[config.mk]
export PLATFORM = sky130hd
export DESIGN_NAME = fp32_addsub
export DESIGN_NICKNAME = d
export VERILOG_FILES = /design/src/rtl/fp32_addsub_pkg.sv /design/src/rtl/fp32_addsub_ctrl.sv /design/src/rtl/fp32_addsub_dp.sv /design/src/rtl/fp32_addsub.sv
export SDC_FILE = /design/constraint.sdc
export NUM_CORES = 1
export LEC_CHECK = 0
export ABC_AREA = 1
export CAP_MARGIN = 20
export CORE_MARGIN = 4
export CORE_UTILIZATION = 25
export CTS_BUF_LIST = sky130_fd_sc_hd__clkbuf_8
export DETAILED_ROUTE_END_ITERATION = 8
export GPL_TIMING_DRIVEN = 0
export PLACE_DENSITY = 0.37
export SLEW_MARGIN = 5
export SYNTH_ARGS = -nofsm -noshare
export SYNTH_HDL_FRONTEND = slang
export SYNTH_HIERARCHICAL = 1
export SYNTH_SLANG_ARGS = --single-unit
[constraint.sdc]
create_clock -name clk -period 6.3 [get_ports clk]
set_clock_uncertainty 0.2 [all_clocks]
set_input_delay 1.89 -clock clk [delete_from_list [all_inputs] [get_ports clk]]
set_output_delay 1.89 -clock clk [all_outputs]
set_load 0.005 [all_outputs]
[src/rtl/fp32_addsub_pkg.sv]
package fp32_addsub_pkg;
  localparam int EXP_W   = 8;
  localparam int FRAC_W  = 23;
  localparam int WORD_W  = 1 + EXP_W + FRAC_W;
  localparam int MAN_W   = FRAC_W + 1;        // with hidden bit
  localparam int WORK_W  = MAN_W + 3;         // guard, round, sticky
  localparam int SUM_W   = WORK_W + 1;        // carry out
  localparam int EXPX_W  = EXP_W + 2;
  localparam int LZ_W    = $clog2(WORK_W + 1);
  localparam logic [EXP_W-1:0]  EXP_MAX = {EXP_W{1'b1}};
  localparam logic [WORD_W-1:0] QNAN    = {1'b0, EXP_MAX, 1'b1, {(FRAC_W-1){1'b0}}};

  typedef struct packed {
    logic load;
    logic align;
    logic add;
    logic norm;
    logic round;
  } stepStrobes_t;
endpackage

[src/rtl/fp32_addsub_ctrl.sv]
module fp32_addsub_ctrl
  import fp32_addsub_pkg::*;
(
  input  logic         clk,
  input  logic         rst_n,
  input  logic         start,
  output stepStrobes_t steps,
  output logic         done,
  output logic         busy
);
  typedef enum logic [2:0] {S_IDLE, S_ALIGN, S_ADD, S_NORM, S_ROUND, S_DONE} ctlState_t;
  ctlState_t state, stateNext;

  always_comb begin
    stateNext = state;
    unique case (state)
      S_IDLE:  if (start) stateNext = S_ALIGN;
      S_ALIGN: stateNext = S_ADD;
      S_ADD:   stateNext = S_NORM;
      S_NORM:  stateNext = S_ROUND;
      S_ROUND: stateNext = S_DONE;
      S_DONE:  stateNext = S_IDLE;
      default: stateNext = S_IDLE;
    endcase
  end

  always_ff @(posedge clk or negedge rst_n) begin
    if (!rst_n) state <= S_IDLE;
    else        state <= stateNext;
  end

  always_comb begin
    steps.load  = (state == S_IDLE) && start;
    steps.align = (state == S_ALIGN);
    steps.add   = (state == S_ADD);
    steps.norm  = (state == S_NORM);
    steps.round = (state == S_ROUND);
  end

  assign done = (state == S_DONE);
  assign busy = (state != S_IDLE);
endmodule

[src/rtl/fp32_addsub_dp.sv]
module fp32_addsub_dp
  import fp32_addsub_pkg::*;
(
  input  logic              clk,
  input  logic              rst_n,
  input  stepStrobes_t      steps,
  input  logic [WORD_W-1:0] opA,
  input  logic [WORD_W-1:0] opB,
  input  logic              subOp,
  output logic [WORD_W-1:0] result
);
  logic [WORD_W-1:0] aReg, bReg;
  logic              subReg;
  // stage state
  logic              sgnR, effSubR, specR;
  logic [WORD_W-1:0] specValR;
  logic [EXPX_W-1:0] expR;
  logic [WORK_W-1:0] bigManR, smallManR, manR;
  logic [SUM_W-1:0]  sumR;

  // ---------------- unpack / order / align ----------------
  logic              signA, signB, swap, effSub, bigSign;
  logic [WORD_W-1:0] bigW, smallW;
  logic [EXP_W-1:0]  bigExpEff, smallExpEff, diff;
  logic [WORK_W-1:0] bigMan, smallMan, smallShift, lostMask, alignedSmall;
  logic              aNan, bNan, aInf, bInf;

  always_comb begin
    signA       = aReg[WORD_W-1];
    signB       = bReg[WORD_W-1] ^ subReg;
    swap        = bReg[WORD_W-2:0] > aReg[WORD_W-2:0];
    bigW        = swap ? bReg : aReg;
    smallW      = swap ? aReg : bReg;
    bigSign     = swap ? signB : signA;
    effSub      = signA ^ signB;
    bigExpEff   = (bigW[WORD_W-2:FRAC_W] == '0) ? EXP_W'(1) : bigW[WORD_W-2:FRAC_W];
    smallExpEff = (smallW[WORD_W-2:FRAC_W] == '0) ? EXP_W'(1) : smallW[WORD_W-2:FRAC_W];
    bigMan      = {(bigW[WORD_W-2:FRAC_W] != '0), bigW[FRAC_W-1:0], 3'b000};
    smallMan    = {(smallW[WORD_W-2:FRAC_W] != '0), smallW[FRAC_W-1:0], 3'b000};
    diff        = bigExpEff - smallExpEff;
    smallShift  = smallMan >> diff;
    lostMask    = ~({WORK_W{1'b1}} << diff);
    if (diff >= EXP_W'(WORK_W))
      alignedSmall = {{(WORK_W-1){1'b0}}, |smallMan};
    else
      alignedSmall = {smallShift[WORK_W-1:1], smallShift[0] | (|(smallMan & lostMask))};
    aNan = (aReg[WORD_W-2:FRAC_W] == EXP_MAX) && (aReg[FRAC_W-1:0] != '0);
    bNan = (bReg[WORD_W-2:FRAC_W] == EXP_MAX) && (bReg[FRAC_W-1:0] != '0);
    aInf = (aReg[WORD_W-2:FRAC_W] == EXP_MAX) && (aReg[FRAC_W-1:0] == '0);
    bInf = (bReg[WORD_W-2:FRAC_W] == EXP_MAX) && (bReg[FRAC_W-1:0] == '0);
  end

  // ---------------- normalise helpers ----------------
  logic [LZ_W-1:0]   lz;
  logic [EXPX_W-1:0] expM1, normShift;

  always_comb begin
    lz = LZ_W'(WORK_W);
    for (int i = 0; i < WORK_W; i++)
      if (sumR[i]) lz = LZ_W'(WORK_W - 1 - i);
    expM1     = expR - EXPX_W'(1);
    normShift = (EXPX_W'(lz) < expM1) ? EXPX_W'(lz) : expM1;
  end

  // ---------------- round helpers ----------------
  logic              roundUp;
  logic [MAN_W:0]    rounded;
  logic [EXPX_W-1:0] expFin;
  logic [MAN_W-1:0]  mantFin;
  logic [EXP_W-1:0]  expField;
  logic [WORD_W-1:0] packed_w;

  always_comb begin
    roundUp  = manR[2] & (manR[1] | manR[0] | manR[3]);
    rounded  = {1'b0, manR[WORK_W-1:3]} + (MAN_W+1)'(roundUp);
    expFin   = rounded[MAN_W] ? expR + EXPX_W'(1) : expR;
    mantFin  = rounded[MAN_W] ? rounded[MAN_W:1] : rounded[MAN_W-1:0];
    expField = mantFin[MAN_W-1] ? expFin[EXP_W-1:0] : '0;
    if (specR)
      packed_w = specValR;
    else if (expFin >= EXPX_W'(EXP_MAX))
      packed_w = {sgnR, EXP_MAX, {FRAC_W{1'b0}}};
    else
      packed_w = {sgnR, expField, mantFin[FRAC_W-1:0]};
  end

  // ---------------- stage registers ----------------
  always_ff @(posedge clk or negedge rst_n) begin
    if (!rst_n) begin
      aReg <= '0; bReg <= '0; subReg <= 1'b0;
      sgnR <= 1'b0; effSubR <= 1'b0; specR <= 1'b0; specValR <= '0;
      expR <= '0; bigManR <= '0; smallManR <= '0; sumR <= '0; manR <= '0;
      result <= '0;
    end else begin
      if (steps.load) begin
        aReg <= opA; bReg <= opB; subReg <= subOp;
      end
      if (steps.align) begin
        sgnR      <= bigSign;
        effSubR   <= effSub;
        expR      <= EXPX_W'(bigExpEff);
        bigManR   <= bigMan;
        smallManR <= alignedSmall;
        specR     <= aNan | bNan | aInf | bInf;
        specValR  <= (aNan | bNan | (aInf & bInf & effSub)) ? QNAN
                   : {bigSign, EXP_MAX, {FRAC_W{1'b0}}};
      end
      if (steps.add)
        sumR <= effSubR ? {1'b0, bigManR} - {1'b0, smallManR}
                        : {1'b0, bigManR} + {1'b0, smallManR};
      if (steps.norm) begin
        if (sumR == '0 && effSubR) sgnR <= 1'b0;
        if (sumR[SUM_W-1]) begin
          manR <= {sumR[SUM_W-1:2], |sumR[1:0]};
          expR <= expR + EXPX_W'(1);
        end else begin
          manR <= sumR[WORK_W-1:0] << normShift;
          expR <= expR - normShift;
        end
      end
      if (steps.round) result <= packed_w;
    end
  end
endmodule

[src/rtl/fp32_addsub.sv]
module fp32_addsub
  import fp32_addsub_pkg::*;
(
  input  logic        clk,
  input  logic        rst_n,
  input  logic        start,
  input  logic [31:0] opA,
  input  logic [31:0] opB,
  input  logic        subOp,
  output logic        done,
  output logic [31:0] result
);
  stepStrobes_t steps;
  logic         busy;

  fp32_addsub_ctrl u_ctrl (
    .clk(clk), .rst_n(rst_n), .start(start),
    .steps(steps), .done(done), .busy(busy)
  );

  fp32_addsub_dp u_dp (
    .clk(clk), .rst_n(rst_n), .steps(steps),
    .opA(opA), .opB(opB), .subOp(subOp), .result(result)
  );
endmodule

==> reports/results.txt <==
Mapped Cells = 2,594
Total CTS buffers = 46
Warnings from Yosys = 6
Crit share post-route = 93.7%
Largest family of logic cells by synthesized area = simple AND/OR/NAND/NOR gates
Mux share of post-synthesis cell area = 0.315%
Leading area contributor after synthesis = dfrtp_1
Most frequent cell on the critical path = nand2_1
CTS Hold Buffers Added = 0
Fill cells = 7,708
Most frequent cells in the layout = nand2_1, o21ai_0, inv_1
Worst Hold Class = register to register
Final Hold Vio Count = 0
Mean area per synthesized cell = 6.73 um2
R2R Setup Slk = 400 ps
Global-route wire length before repair = 114,000 um
Initial antenna violation count = 1
Post-Syn Area = 17,500 um2
Compound-gate portion of the synthesized area = 18.8%
Final setup vio count = 0
CP Launch Type = register
Core footprint = 68,900 um2
GRT busiest layer = met2
Ys async rst share = 100%
Reg clk slew, reported paths = 60 ps
Synth cell types = 61
Synthesized flop and latch total = 222
Endpoint type of the worst setup path = register
Slowest-stage cell, CP = dfrtp_1
Top cell type's share of synthesized area = 31.8%
Commonest non-fill, non-tap cell in the layout = nand2_1
Die area = 74,100 um2
Die extent in x = 272 um
CP arrival = 6180 ps
Port bufs = 100
Max transition margin = 22.5%
Post-DP HPWL = 61,300 um
Reg2reg path depth = 30
Largest net degree at the start of global routing = 83
Clock sinks = 222
Post-layout minimum cycle time = 5900 ps
Gr usage total = 20.0%
Worst path max stage delay = 430 ps
Max-slew violations = 0
Number of remaining DRC errors = 0
Vias per cell = 4.90
M1 GR Usage = 25.7%
CTS Root Cell = clkbuf_8
Die height = 272 um
Met3 Track Usage GR = 2.14%
Initial DRT Pass Iterations = 5
EDFF count, synth = 0
CTS H-tree depth = 2
I/O Pins = 101
Post-synthesis adder-cell area fraction = 7.47%
Final ANT Viol Nets = 0
Post-synthesis sequential area ratio = 31.8%
Post-synthesis simple-gate area fraction = 29.6%
Top post-synthesis cells by area = dfrtp_1, nand2_1, o21ai_0
Nets = 2,930
GPL Wtd Cong = 0.886
Post-Synth XOR/XNOR Area = 2.80%
CTS tree = yes
Grt ovf = 0
Max cap viols = 0
Status = completed
Row count = 96
Crit-path max FO = 10
WS Path Type = register to register
Tightest Pin Transition = 1150 ps
WHS Path Cells = 2
Vias in the first global route = 18,200
Setup WS pre-CTS = -1280 ps
Fraction of layout cells with a size suffix above 1 = 7.59%
Initial Utilization = 25.3%
Max Root-Sink Buffers = 3
Clock Latency Late Sink = 660 ps
Top_reg_cell synth = dfrtp_1
Met2 Use GR = 34.9%
Area grow syn2layout = 20.3%
Worst setup slack after layout = 395 ps
Worst EP required = 6580 ps
Post-DR wirelength/cell = 20.4 um
Via count = 18,200
Detailed-route wire length = 76,100 um
Iteration-0 DRC Markers = 1,383
Maximum clock frequency = 0.169 GHz
[repair_timing]
action / CTS / global route
pin swaps: 3 / 10
gates resized for setup: 30 / 41
setup endpoints to repair: 27 / 27
cloned: 0 / 2
setup buffers: 5 / 9
[cell families (layout without fill, tap and decap cells)]
logic type | count (synthesis) | count (layout)
and+or+nand+nor | 1214 | 1215
xor gates and xnor gates | 55 | 55
adders and majority gates | 103 | 103
AOI/OAI and AO/OA | 592 | 592
DFF | 222 | 222
buffers and inverters | 402 | 598
other | 1 | 4
muxes | 5 | 5
[through the flow]
step	instance area, um2	setup TNS, ps	hold WS, ps	std cells	util, %
2_1_floorplan	17500	0	239	2595	-
3_3_place_gp	19600	-1644890	271	3626	28.5
3_5_place_dp	19700	-29180	273	3628	28.6
4_1_cts	20800	0	288	3713	30.1
5_1_grt	21000	-50.5	311	3725	30.5
6_report	21000	0	282	3725	30.5
[layer usage]
metal	up-vias	part of all wire [%]
met3	138	3.9
li1	8963	-
met4	0	3.9
met2	486	49
met1	8647	44
met5	-	0
[path summary, 6_finish.rpt]
check | start | to
hold reg to reg | u_dp/result[12] | u_dp/result[12]
max in group asynchronous | rst_n | u_dp/smallManR[18]
setup / recovery | u_dp/bReg[14] | u_dp/smallManR[6]
hold / removal | u_dp/result[12] | u_dp/result[12]
min in group asynchronous | rst_n | u_dp/result[18]
setup reg to reg | u_dp/bReg[14] | u_dp/smallManR[6]
[registers in the layout, indices dropped and copies added, names as in the netlist]
signal,flops
u_dp/aReg,32
u_dp/bigManR,24
u_dp/smallManR,27
u_dp/bReg,32
u_dp/sumR,28
u_dp/effSubR,1
u_ctrl/state,3
u_dp/manR,27
u_dp/expR,10
u_dp/specValR,3
u_dp/result,32
u_dp/subReg,1
u_dp/sgnR,1
u_dp/specR,1
[cell usage after synthesis, drive strengths merged, types with 12 or more instances]
master    n
a21oi   157
buf      35
clkbuf   78
dfrtp   222
ha      101
inv     282
nand2   716
nand3   249
nand4    34
nor2    173
nor3     19
nor4     17
o211ai   24
o21ai   330
o22ai    18
o31ai    12
xor2     48
[final cells by class]
| type | instances | area, um2 | share of cell area, % |
|---|---|---|---|
| multi-input combinational | 1972 | 10400 | 49.6 |
| clock buffer | 61 | 840 | 4.00 |
| clock inverter | 20 | 153 | 0.727 |
| timing repair buffer | 117 | 1200 | 5.73 |
| antenna | 2 | 5.00 | 0.0238 |
| tap | 931 | 1160 | 5.55 |
| inverter | 289 | 1100 | 5.23 |
| sequential | 222 | 5560 | 26.5 |
| buffer | 111 | 558 | 2.66 |
[critical path: cells and delay by family (launching register included)]
kind                     cells  cell delay [ps]
AND/OR/NAND/NOR             15             2300
AO/OA/AOI/OAI                6             1110
buffers and inverters        6             1050
adder cells (fa/ha/maj)      3              610
flip-flops                   1              430
Power is left out: the tool's default activity adds up to more than one toggle a clock period on the data nets, which glitch-free logic cannot reach.
